<file path="src/rtl/wbarb_pkg.sv">
package wbarb_pkg;

  typedef struct packed {
    logic ack;
    logic err;
    logic rty;
  } wb_rsp_t;

  function automatic int unsigned wrap_add(int unsigned base, int unsigned off, int unsigned n);
    return (base + off) % n;
  endfunction

endpackage

</file>
<file path="src/rtl/wbarb_rr_pick.sv">
module wbarb_rr_pick
  import wbarb_pkg::*;
#(
  parameter int unsigned N_REQ = 3,
  parameter int unsigned GW    = 2
) (
  input  logic [N_REQ-1:0] req_i,
  input  logic [GW-1:0]    last_i,
  output logic [GW-1:0]    pick_o,
  output logic             found_o
);

  // search last+1 .. last+N, so the previous owner is tried last
  always_comb begin
    pick_o  = last_i;
    found_o = 1'b0;
    for (int unsigned off = 1; off <= N_REQ; off++) begin
      int unsigned idx;
      idx = wrap_add(int'(last_i), off, N_REQ);
      if (!found_o && req_i[idx]) begin
        found_o = 1'b1;
        pick_o  = GW'(idx);
      end
    end
  end

endmodule

</file>
<file path="src/rtl/wbarb_sel_widen.sv">
module wbarb_sel_widen #(
  parameter int unsigned IN_W  = 2,
  parameter int unsigned OUT_W = 4
) (
  input  logic [IN_W-1:0]  sel_i,
  output logic [OUT_W-1:0] sel_o
);

  localparam int unsigned REP = OUT_W / IN_W;

  for (genvar b = 0; b < OUT_W; b++) begin : g_lane
    assign sel_o[b] = sel_i[b / REP];
  end

endmodule

</file>
<file path="src/rtl/wbarb_top.sv">
module wbarb_top
  import wbarb_pkg::*;
#(
  parameter int unsigned N_INIT    = 3,
  parameter int unsigned ADDR_W    = 16,
  parameter int unsigned DATA_W    = 32,
  parameter int unsigned BUS_GRAN  = 8,
  parameter int unsigned INIT_GRAN = 16,
  localparam int unsigned BSEL_W   = DATA_W / BUS_GRAN,
  localparam int unsigned ISEL_W   = DATA_W / INIT_GRAN
) (
  input  logic                       clk_i,
  input  logic                       rst_ni,
  input  logic [N_INIT*ADDR_W-1:0]   init_adr_i,
  input  logic [N_INIT*DATA_W-1:0]   init_dat_w_i,
  input  logic [N_INIT*ISEL_W-1:0]   init_sel_i,
  input  logic [N_INIT-1:0]          init_we_i,
  input  logic [N_INIT-1:0]          init_cyc_i,
  input  logic [N_INIT-1:0]          init_stb_i,
  input  logic [N_INIT-1:0]          init_lock_i,
  output logic [DATA_W-1:0]          init_dat_r_o,
  output logic [N_INIT-1:0]          init_ack_o,
  output logic [N_INIT-1:0]          init_err_o,
  output logic [N_INIT-1:0]          init_rty_o,
  output logic [ADDR_W-1:0]          bus_adr_o,
  output logic [DATA_W-1:0]          bus_dat_w_o,
  output logic [BSEL_W-1:0]          bus_sel_o,
  output logic                       bus_we_o,
  output logic                       bus_cyc_o,
  output logic                       bus_stb_o,
  output logic                       bus_lock_o,
  input  logic [DATA_W-1:0]          bus_dat_r_i,
  input  logic                       bus_ack_i,
  input  logic                       bus_err_i,
  input  logic                       bus_rty_i
);

  localparam int unsigned GW = (N_INIT > 1) ? $clog2(N_INIT) : 1;

  logic [ADDR_W-1:0] adr_a [N_INIT];
  logic [DATA_W-1:0] dat_a [N_INIT];
  logic [ISEL_W-1:0] sel_a [N_INIT];

  for (genvar i = 0; i < N_INIT; i++) begin : g_unpack
    assign adr_a[i] = init_adr_i[i*ADDR_W +: ADDR_W];
    assign dat_a[i] = init_dat_w_i[i*DATA_W +: DATA_W];
    assign sel_a[i] = init_sel_i[i*ISEL_W +: ISEL_W];
  end

  logic [GW-1:0] grant_q;
  logic [GW-1:0] pick;
  logic          found;
  logic          own_cyc, own_stb, own_lock;
  logic          xfer_done, rearb;
  logic [ISEL_W-1:0] own_sel;

  assign own_cyc  = init_cyc_i[grant_q];
  assign own_stb  = init_stb_i[grant_q];
  assign own_lock = init_lock_i[grant_q];
  assign own_sel  = sel_a[grant_q];

  assign xfer_done = own_cyc & own_stb & (bus_ack_i | bus_err_i | bus_rty_i);
  // cyc alone never holds the bus; only lock does
  assign rearb     = ~own_cyc | (xfer_done & ~own_lock);

  wbarb_rr_pick #(
    .N_REQ (N_INIT),
    .GW    (GW)
  ) u_pick (
    .req_i   (init_cyc_i),
    .last_i  (grant_q),
    .pick_o  (pick),
    .found_o (found)
  );

  always_ff @(posedge clk_i or negedge rst_ni) begin
    if (!rst_ni)             grant_q <= '0;
    else if (rearb && found) grant_q <= pick;
  end

  // forward path
  assign bus_adr_o   = adr_a[grant_q];
  assign bus_dat_w_o = dat_a[grant_q];
  assign bus_we_o    = init_we_i[grant_q];
  assign bus_cyc_o   = own_cyc;
  assign bus_stb_o   = own_stb;
  assign bus_lock_o  = own_lock;

  if (BSEL_W == ISEL_W) begin : g_sel_same
    assign bus_sel_o = own_sel;
  end else begin : g_sel_wide
    wbarb_sel_widen #(
      .IN_W  (ISEL_W),
      .OUT_W (BSEL_W)
    ) u_widen (
      .sel_i (own_sel),
      .sel_o (bus_sel_o)
    );
  end

  // response path
  wb_rsp_t bus_rsp;
  assign bus_rsp      = '{ack: bus_ack_i, err: bus_err_i, rty: bus_rty_i};
  assign init_dat_r_o = bus_dat_r_i;

  for (genvar i = 0; i < N_INIT; i++) begin : g_rsp
    wb_rsp_t port_rsp;
    assign port_rsp      = (grant_q == GW'(i)) ? bus_rsp : '0;
    assign init_ack_o[i] = port_rsp.ack;
    assign init_err_o[i] = port_rsp.err;
    assign init_rty_o[i] = port_rsp.rty;
  end

endmodule

</file>
<file path="config.mk">
export PLATFORM = sky130hd
export DESIGN_NAME = wbarb_top
export DESIGN_NICKNAME = d
export VERILOG_FILES = /design/src/rtl/wbarb_pkg.sv /design/src/rtl/wbarb_rr_pick.sv /design/src/rtl/wbarb_sel_widen.sv /design/src/rtl/wbarb_top.sv
export SDC_FILE = /design/constraint.sdc
export NUM_CORES = 1
export LEC_CHECK = 0
export BUFFER_PORTS_ARGS = -buffer_cell sky130_fd_sc_hd__buf_2
export CAP_MARGIN = 20
export CORE_AREA = 3 3 115 117
export CTS_CLUSTER_SIZE = 16
export DETAILED_ROUTE_END_ITERATION = 12
export DIE_AREA = 0 0 118 120
export HOLD_SLACK_MARGIN = 0.08
export PLACE_DENSITY = 0.49
export SLEW_MARGIN = 40
export SYNTH_ARGS = -nofsm -noshare
export SYNTH_HDL_FRONTEND = slang
export SYNTH_HIERARCHICAL = 1
export SYNTH_SLANG_ARGS = --single-unit
</file>
<file path="constraint.sdc">
create_clock -name clk_i -period 5.61 [get_ports clk_i]
set_clock_uncertainty 0.2 [all_clocks]
set_input_delay 0.2805 -clock clk_i [delete_from_list [all_inputs] [get_ports clk_i]]
set_output_delay 0.2805 -clock clk_i [all_outputs]
set_load 0.03 [all_outputs]
</file>
==> impl_summary.txt <==
----------------------------------------------------
[Layout]
  Total of fill cells in the finished design ... 1406
  Max FFs per register ... 2
  Number of cells in the finished layout apart from fillers ... 647
  Register with the most flip-flops ... grant_q
  Footprint of the flip-flops and latches ... 57.56 µm²
  Fraction of final layout cells sized beyond drive strength 1 ... 0.5179
  Area growth syn-to-layout ... 54.51%
  Inserted Diodes ... 0
  Area occupied by multi-input gates ... 1491 µm²
  Largest registers ranked by flip-flop count ... grant_q: 2 flops
  Number of nets in the layout ... 678
  Post-route core utilization ... 0.2475

[Logic synthesis]
  Synthesis-stage register bit count ... 2
  Cell Area, Synth ... 1997 µm²
  Total number of yosys warnings ... 6
  EDFF count, synth ... 0
  Post-Syn Area per Cell ... 6.724 µm²
  Share of flip-flops with an asynchronous set or reset after synthesis ... 1.000
  Net count after synthesis ... approximately 500
  Area contributors post-synth ... mux2i_1, buf_4, o21ai_0
  Cell type with the highest aggregate area in the netlist ... mux2i_1
  Synth unique cells ... 40
  Most frequent cell after synthesis ... nand2_1
  Portion of the post-synthesis area used by sequential elements ... 0.02506
  Primary FF master, synth ... dfrtp_1
  Top post-synthesis cells by count ... nand2_1, mux2i_1, o21ai_0
  Share of the synthesized area in the top cell type ... 0.2857
  Instance count of the mapped netlist ... between 200 and 300

[Critical path]
  Buffers and inverters on the worst path ... 3
  Cell repeated most along the worst path ... inv_1
  Required time at the endpoint of the critical path ... 5.50 ns
  Critical path class ... reg -> reg
  Slowest CP cell ... dfrtp_4
  Critical-path cell list ... buf_12 -> inv_1 -> ha_1 -> or3_1 -> a21oi_1 -> a311oi_1 -> inv_1 -> o21ai_0 -> o211ai_2
  Category of the worst setup path capture point ... register
  Kind of cell with the highest combined delay on the critical path ... compound AO/OA/AOI/OAI gates
  Worst-path fanout max ... 34
  Type of origin of the critical path ... register
  Worst EP arrival ... approximately 3 ns
  Max incr delay on CP ... 0.77 ns
  Flop2flop setup slack ... 2.42 ns

[Global routing]
  Global-route wire length before repair ... 13.26 mm
  Vias in the first global route ... 2673
  Leftover overflow at the end of global routing ... 0
  Largest net degree at the start of global routing ... 64
  All-Layer GR Usage ... 0.1140
  Initial antenna violation count ... 0

[Die]
  Rows ... just over 40
  Height of the chip ... ~120 µm
  Total I/O pin count ... 296
  Initial Utilization ... 0.1602
  X dimension of the die ... 118 µm
  Die ar. ... 14160 µm²
  Core Footprint ... 12470 µm²

[Detailed routing]
  Antenna-violating nets left ... 0
  WL per Instance ... 13.93 µm
  Average via count per standard cell ... 4.283
  Number of iterations in the first detailed-routing pass ... 4
  Vias after detailed routing ... 2771
  Wire length reported by the detailed router ... 9.014 mm
  Initial detailed-routing violation count ... 128
  Residual DRC ... 0

[Clocking]
  Post-cts repair resize count ... 0
  Num CTS Buffers ... 3
  Clock tree from TritonCTS ... built
  Root buffer cell ... clkbuf_16
  CTS H-Tree Depth ... 1
  Setup Buffers After CTS ... 0
  Hold buffer count at cts ... 1
  Deepest clock path buffer count ... 2
  Clock latency on the worst-skew pair ... approximately 0.22 ns
  CTS clock-pin slew for the worst setup and hold paths ... 0.03 ns
  Clock sinks ... 2

[STA]
  Unrepaired setup endpoints after global routing ... false
  Maximum clock rate ... roughly 310 MHz
  Tightest slew margin relative to the limit ... 0.5841
  Setup TNS Final ... 0 ns
  Final setup viols ... 0
  Min cycle time layout ... 3.191 ns
  Least-Margin Pin Slew ... just over 0.6 ns
  Final max-slew violation count ... 0
  Number of hold violations in the final report ... 0
  Share of the clock period used by the worst path after layout ... 0.5687

[Run status]
  Run status ... completed

[Placement]
  # port buffers ... 231
  Count of placed standard cells including taps ... 643
  Routability congestion estimate ... 0.7970
  Final HPWL DP ... 7.265 mm

[Worst hold path]
  Path class of the lowest-slack min-delay path ... in -> async

[Power and ir drop]
  VDD IR-drop max ... 0.0001772 V
  Leakage ... 0.001641 µW
  Cell area power density ... 578.4 nW/µm²
  Final total power ... 1785 µW

[Flow run]
  Total of max-cap violations ... 0

----------------------------------------------------
[cells in the final DEF (no fill, tap or decap), types with 2 or more instances in the layout]
| cell type | count |
|---|---|
| a21oi_1 | 5 |
| a31oi_1 | 2 |
| and2_1 | 9 |
| and3_1 | 2 |
| buf_2 | 231 |
| buf_8 | 2 |
| clkbuf_16 | 3 |
| dfrtp_4 | 2 |
| ha_1 | 2 |
| inv_1 | 8 |
| mux2i_1 | 57 |
| nand2_1 | 59 |
| nand3_1 | 3 |
| nand4bb_1 | 2 |
| nor2_1 | 2 |
| nor2b_1 | 4 |
| o21ai_0 | 56 |
| or3_1 | 2 |
[metrics by stage]
stage	hold slack, ns	setup slack, ns	area [µm²]
2_1_floorplan	-0.2151	3.419	1997
3_3_place_gp	-0.1242	2.402	2948
3_5_place_dp	-0.1275	2.453	3000
4_1_cts	0.1897	2.443	3085
5_1_grt	0.1762	2.213	3085
6_report	0.1734	2.419	3085
[metal layers]
metal / vias up / track usage / share of wire
met3: 25 / 0.03110 / 0.10
met2: 170 / 0.2152 / 0.50
li1: 1355 / - / -
met4: 0 / 0.04542 / 0.029
met5: - / 0 / 0
met1: 1221 / 0.1194 / 0.37
[power breakdown]
part	switching [µW]	internal, µW	leakage, µW	total (µW)
Clock	17.9	90.8	0.0000370	109
Combinational	999	535	0.00158	1530
Sequential	116	25.9	0.0000221	142
Total	1130	652	0.00164	1780
[cell families (layout without fill, tap and decap cells)]
kind of cell	after synthesis	count (layout)	synth area share
AND/OR/NAND/NOR	89	89	0.2068
AO/OA/AOI/OAI	78	78	0.2325
buffers and inverters	68	246	0.2318
multiplexers	58	58	0.2914
adder cells (fa/ha/maj)	2	2	0.01253
flip-flops	2	2	0.02506
[worst paths after layout]
check                                   start          to  depth (start not counted)
worst min-delay path                   rst_ni  grant_q[0]                          2
min in group clk_i              init_cyc_i[1]  grant_q[0]                          3
worst max-delay path               grant_q[0]  grant_q[1]                          9
worst max register to register     grant_q[0]  grant_q[1]                          9
max in group asynchronous              rst_ni  grant_q[1]                          2
worst min register to register     grant_q[0]  grant_q[0]                          2
[area by class of cell]
type / count / share of cell area
clock buffers: 3 / 0.02433
inverters: 8 / 0.009732
multi-input cells: 227 / 0.4834
flip-flops and latches: 2 / 0.01865
well taps: 172 / 0.06975
repair buffers: 235 / 0.3942
Power figures use the tool's default switching activity.
